--- src/rtl/halt_wdt_pkg.sv ---
package halt_wdt_pkg;
    typedef enum logic [0:0] {
        PM_RUN  = 1'b0,
        PM_HALT = 1'b1
    } pm_state_t;
endpackage

--- src/rtl/hw_div4.sv ---
module hw_div4 #(
    parameter int DIV_LOG2 = 2
) (
    input  logic clk,
    input  logic rst_n,
    input  logic en,
    output logic sync_out,
    output logic wrap_tick
);
    logic [DIV_LOG2-1:0] phase_q;

    always_ff @(posedge clk or negedge rst_n) begin
        if (!rst_n)
            phase_q <= '0;
        else if (en)
            phase_q <= phase_q + 1'b1;
    end

    assign sync_out  = phase_q[DIV_LOG2-1];
    assign wrap_tick = en & (&phase_q);
endmodule

--- src/rtl/hw_wdt_count.sv ---
module hw_wdt_count #(
    parameter int WDT_W = 4
) (
    input  logic clk,
    input  logic rst_n,
    input  logic restart,
    input  logic tick,
    output logic overflow
);
    logic [WDT_W-1:0] count_q;

    always_ff @(posedge clk or negedge rst_n) begin
        if (!rst_n)
            count_q <= '0;
        else if (restart)
            count_q <= '0;
        else if (tick)
            count_q <= count_q + 1'b1;
    end

    assign overflow = tick & ~restart & (&count_q);
endmodule

--- src/rtl/hw_mode_fsm.sv ---
module hw_mode_fsm
    import halt_wdt_pkg::*;
(
    input  logic clk,
    input  logic rst_n,
    input  logic halt_req,
    input  logic wake_req,
    input  logic wdt_clr,
    input  logic overflow,
    output logic clk_en,
    output logic cnt_restart,
    output logic pd_flag,
    output logic to_flag,
    output logic rst_req
);
    pm_state_t state_q, state_d;
    logic      running;

    assign running     = (state_q == PM_RUN);
    assign clk_en      = running;
    assign cnt_restart = running & (halt_req | wdt_clr);

    // next state
    always_comb begin
        state_d = state_q;
        unique case (state_q)
            PM_RUN:  if (halt_req)             state_d = PM_HALT;  // enter
            PM_HALT: if (overflow || wake_req) state_d = PM_RUN;   // expire / wake
            default:                           state_d = PM_RUN;
        endcase
    end

    // state register
    always_ff @(posedge clk or negedge rst_n) begin
        if (!rst_n)
            state_q <= PM_RUN;
        else
            state_q <= state_d;
    end

    // registered outputs
    always_ff @(posedge clk or negedge rst_n) begin
        if (!rst_n) begin
            pd_flag <= 1'b0;
            to_flag <= 1'b0;
            rst_req <= 1'b0;
        end else begin
            rst_req <= 1'b0;
            unique case (state_q)
                PM_RUN: begin
                    if (halt_req) begin
                        pd_flag <= 1'b1;
                        to_flag <= 1'b0;
                    end else if (wdt_clr) begin
                        pd_flag <= 1'b0;
                        to_flag <= 1'b0;
                    end else if (overflow) begin
                        to_flag <= 1'b1;
                        rst_req <= 1'b1;
                    end
                end
                PM_HALT: begin
                    if (overflow)
                        to_flag <= 1'b1;
                end
                default: ;
            endcase
        end
    end
endmodule

--- src/rtl/halt_wdt_ctrl.sv ---
module halt_wdt_ctrl #(
    parameter int WDT_W    = 4,
    parameter int DIV_LOG2 = 2
) (
    input  logic clk,
    input  logic rst_n,
    input  logic halt_req,
    input  logic wdt_clr,
    input  logic wake_req,
    input  logic osc_tick,
    input  logic cfg_wdt_src,
    input  logic cfg_osc_en,
    output logic sys_clk_en,
    output logic sync_out,
    output logic rst_req,
    output logic pd_flag,
    output logic to_flag
);
    logic clk_en_w;
    logic sys_tick;
    logic wdt_tick;
    logic restart;
    logic ovf;

    hw_div4 #(.DIV_LOG2(DIV_LOG2)) u_div (
        .clk       (clk),
        .rst_n     (rst_n),
        .en        (clk_en_w),
        .sync_out  (sync_out),
        .wrap_tick (sys_tick)
    );

    assign wdt_tick = cfg_wdt_src ? sys_tick : (osc_tick & cfg_osc_en);

    hw_wdt_count #(.WDT_W(WDT_W)) u_wdt (
        .clk      (clk),
        .rst_n    (rst_n),
        .restart  (restart),
        .tick     (wdt_tick),
        .overflow (ovf)
    );

    hw_mode_fsm u_fsm (
        .clk         (clk),
        .rst_n       (rst_n),
        .halt_req    (halt_req),
        .wake_req    (wake_req),
        .wdt_clr     (wdt_clr),
        .overflow    (ovf),
        .clk_en      (clk_en_w),
        .cnt_restart (restart),
        .pd_flag     (pd_flag),
        .to_flag     (to_flag),
        .rst_req     (rst_req)
    );

    assign sys_clk_en = clk_en_w;
endmodule

--- config.mk ---
export PLATFORM = sky130hd
export DESIGN_NAME = halt_wdt_ctrl
export DESIGN_NICKNAME = d
export VERILOG_FILES = /design/src/rtl/halt_wdt_pkg.sv /design/src/rtl/hw_div4.sv /design/src/rtl/hw_wdt_count.sv /design/src/rtl/hw_mode_fsm.sv /design/src/rtl/halt_wdt_ctrl.sv
export SDC_FILE = /design/constraint.sdc
export NUM_CORES = 1
export LEC_CHECK = 0
export BUFFER_PORTS_ARGS = -buffer_cell sky130_fd_sc_hd__buf_2
export CELL_PAD_IN_SITES_DETAIL_PLACEMENT = 0
export CELL_PAD_IN_SITES_GLOBAL_PLACEMENT = 2
export CORE_MARGIN = 2
export CORE_UTILIZATION = 32
export DETAILED_ROUTE_END_ITERATION = 6
export PLACE_DENSITY_LB_ADDON = 0.05
export SLEW_MARGIN = 25
export SYNTH_ARGS = -nofsm -noshare
export SYNTH_HDL_FRONTEND = slang
export SYNTH_SLANG_ARGS = --single-unit
--- constraint.sdc ---
create_clock -name clk -period 2.89 [get_ports clk]
set_input_delay 0.578 -clock clk [delete_from_list [all_inputs] [get_ports clk]]
set_output_delay 0.578 -clock clk [all_outputs]
set_load 0.03 [all_outputs]
==> flow_summary.yaml <==
flow_run:
  maxCapViolations: 0
global_route:
  grt_antenna_before_repair: 0
  grt_max_degree: 11
  gr-usage-all-layers: 0.131
  grt_pass1_wl_um: 1770
  grt_pass1_vias: 420
  overflow: 0
setup_path:
  crit_chain: "inv_1 -> buf_2"
  crit_type: "flop to output port"
  slowest_delay_ns: 0.47
  endpoint_kind: "output port"
  reg2reg_from: "u_div.phase_q[1]"
  reg2reg_to: "u_wdt.count_q[2]"
  crit_path_start_kind: "flop"
  critPathMaxFanout: 8
  cp_slowest_cell: "dfrtp_1"
  rr_worst_depth: 4
  crit_arrival_ns: 1.07
  critPathRequiredTime_ns: 2.31
  rrSetupSlack_ns: 1.57
run_status:
  status: "complete, no violations"
pwr:
  power.total_uw: 440
  p_leak_nw: 0.321
  p_per_area_mw_per_mm2: 709
  irDropWorstVdd_mv: 0.414
floorplanning:
  die_w_um: 44.1
  rows: 14
  die-area_mm2: 0.00195
  start_util: 0.342
  core_mm2: 0.00151
  pin_count: 13
  fp.dieH_um: 44.1
worst_hold_path:
  hold_class: "input port to async pin"
cts:
  cts_sinks: 10
  insertion_delay_ns: 0.26
  cts_resized: 0
  root_buffer: "clkbuf_4"
  clock_path_buffers: 2
  numCtsBuffers: 3
  holdBufCountCts: 0
  cts.reportedPaths.clkPinSlew_ns: 0.07
  htreeDepth: 1
  cts_tree: "built"
  cts_setup_buffers: 0
logic_synthesis:
  synth_cells: 47
  synth.area.mux_share: 0.0607
  synth_area_um2: 515
  ys_ff_latch: 10
  synth_area_leader_cell: "dfrtp_1"
  synth-simple-area-share: 0.221
  syn_nets: 57
  synth_xor_area_frac: 0.0170
  synthAdderAreaFrac: 0.0485
  synthTopCellsByArea: "dfrtp_1 49%, ha_1 4.9%, and3b_2 3.9%, mux2i_1 3.9%, nand3b_4 3.9%"
  synth_compound_area_frac: 0.131
  synth_top_family_by_area: "simple AND/OR/NAND/NOR gates"
  avgSynthCellArea_um2: 11.0
  synth_top_area_frac: 0.485
  yosysSeqAreaShare: 0.485
  ys_warn_count: 0
  synth_cell_types: 24
cells_and_area:
  fin_area_um2: 621
  drive_above_1_share: 0.355
  areaGrowthSynthToFinish_pct: 20.4
  fin_cells: 78
  nets: 73
  antennaDiodeCount: 0
place:
  port_buffers: 12
  dp_hpwl_um: 778
  placed_cells: 74
  gp_congestion: 0.680
  post_dp_cell_area_um2: 584
timing:
  hold_violations: 0
  maxSlewViolCount: 0
  final-setup-viol-count: 0
  hold_ws_ns: 0.163
  finalSetupTns_ns: 0
  fmax_mhz: 607
  min_period_over_period: 0.570
  tightest_slew_ns: 0.359
  slew_headroom: 0.760
  period_minus_slack_ns: 1.65
  rsz0062_at_grt: "false"
  fin_skew_ns: 0.00213
detailed_routing:
  vias: 391
  ant_nets: 0
  wire_per_inst_um: 12.6
  vias_per_cell: 5.01
  drt_pass1_iterations: 4
  drc_errors: 0
  drt_wl_total_um: 986
  drtIter0Drc: 3
metal layers:
layer	part of all wire	vias up	track usage
met1	0.46	187	0.162
met3	0.033	2	0.0245
met4	0.011	0	0.109
li1	-	196	-
met2	0.49	6	0.197
met5	0	-	0
worst max-delay path, delay by kind of cell, from the launching register on:
family | cells | cell delay [ns]
buffers and inverters | 2 | 0.33
DFF | 1 | 0.47
synthesized netlist by cell type, drive strengths merged:
cell    count
o21bai      1
nand3       3
a21boi      1
nor3        2
nand3b      2
mux2i       2
o31ai       1
nand2b      2
dfrtp      10
o21a        1
inv         2
nor2        2
o21ai       3
mux2        1
and3b       2
xnor2       1
a21oi       3
nand2       4
buf         1
ha          2
and3        1
flip-flops by register name, indices dropped and copies added, names as in the netlist:
signal / cells
u_wdt.count_q: 4
u_div.phase_q: 2
u_fsm.pd_flag: 1
u_fsm.rst_req: 1
u_fsm.state_q: 1
u_fsm.to_flag: 1
cell families (layout without fill, tap and decap cells):
logic type,Yosys count,in the layout
adder cells (fa/ha/maj),2,2
multiplexers,3,3
XOR/XNOR,1,1
flip-flops,10,10
AND/OR/NAND/NOR,18,18
buffers and inverters,3,18
AO/OA/AOI/OAI,10,10
power breakdown:
group          leakage (nW)  internal (mW)  switching, mW
sequential            0.129          0.166         0.0222
combinational         0.171         0.0548         0.0702
clock                0.0210         0.0764         0.0505
cells in the final DEF (no fill, tap or decap):
cell type / Yosys / final
buf_2: 0 / 12
dfrtp_1: 10 / 10
nand2_1: 4 / 4
nand3_1: 3 / 3
clkbuf_4: 0 / 3
inv_1: 2 / 2
nor2_1: 2 / 2
o21ai_0: 2 / 2
nand2b_1: 2 / 2
and3b_2: 2 / 2
mux2i_1: 2 / 2
a21oi_1: 2 / 2
nor3_1: 2 / 2
ha_1: 2 / 2
nand3b_4: 1 / 1
nand3b_1: 1 / 1
a21oi_2: 1 / 1
o21bai_1: 1 / 1
o21a_1: 1 / 1
and3_1: 1 / 1
o31ai_1: 1 / 1
xnor2_1: 1 / 1
o21ai_2: 1 / 1
a21boi_0: 1 / 1
mux2_2: 1 / 1
clkbuf_8: 0 / 1
cell type report:
| class | instances | area [µm²] |
|---|---|---|
| inverters | 2 | 7.51 |
| flip-flops and latches | 10 | 250 |
| multi-input cells | 34 | 246 |
| well taps | 16 | 20.0 |
| clock buffers | 4 | 36.3 |
| fillers | 146 | 886 |
| repair buffers | 12 | 60.1 |
through the flow:
| stage | setup WS [ns] | utilization |
|---|---|---|
| 2_1_floorplan | 1.51 | - |
| 3_3_place_gp | 1.44 | 0.388 |
| 3_5_place_dp | 1.43 | 0.388 |
| 4_1_cts | 1.22 | 0.412 |
| 5_1_grt | 1.18 | 0.412 |
| 6_report | 1.24 | 0.412 |
worst max-delay path by stage:
stage,from,to,slack [ns],cells after the start
floorplan,u_div.phase_q[1],u_wdt.count_q[2],1.51,4
global placement,cfg_wdt_src,u_wdt.count_q[3],1.44,4
detailed placement,cfg_wdt_src,u_wdt.count_q[3],1.43,4
CTS,u_fsm.state_q,sys_clk_en,1.22,2
global route,u_fsm.state_q,sys_clk_en,1.18,2
finish,u_fsm.state_q,sys_clk_en,1.24,2
No activity file was read; power rests on OpenSTA's default activity.
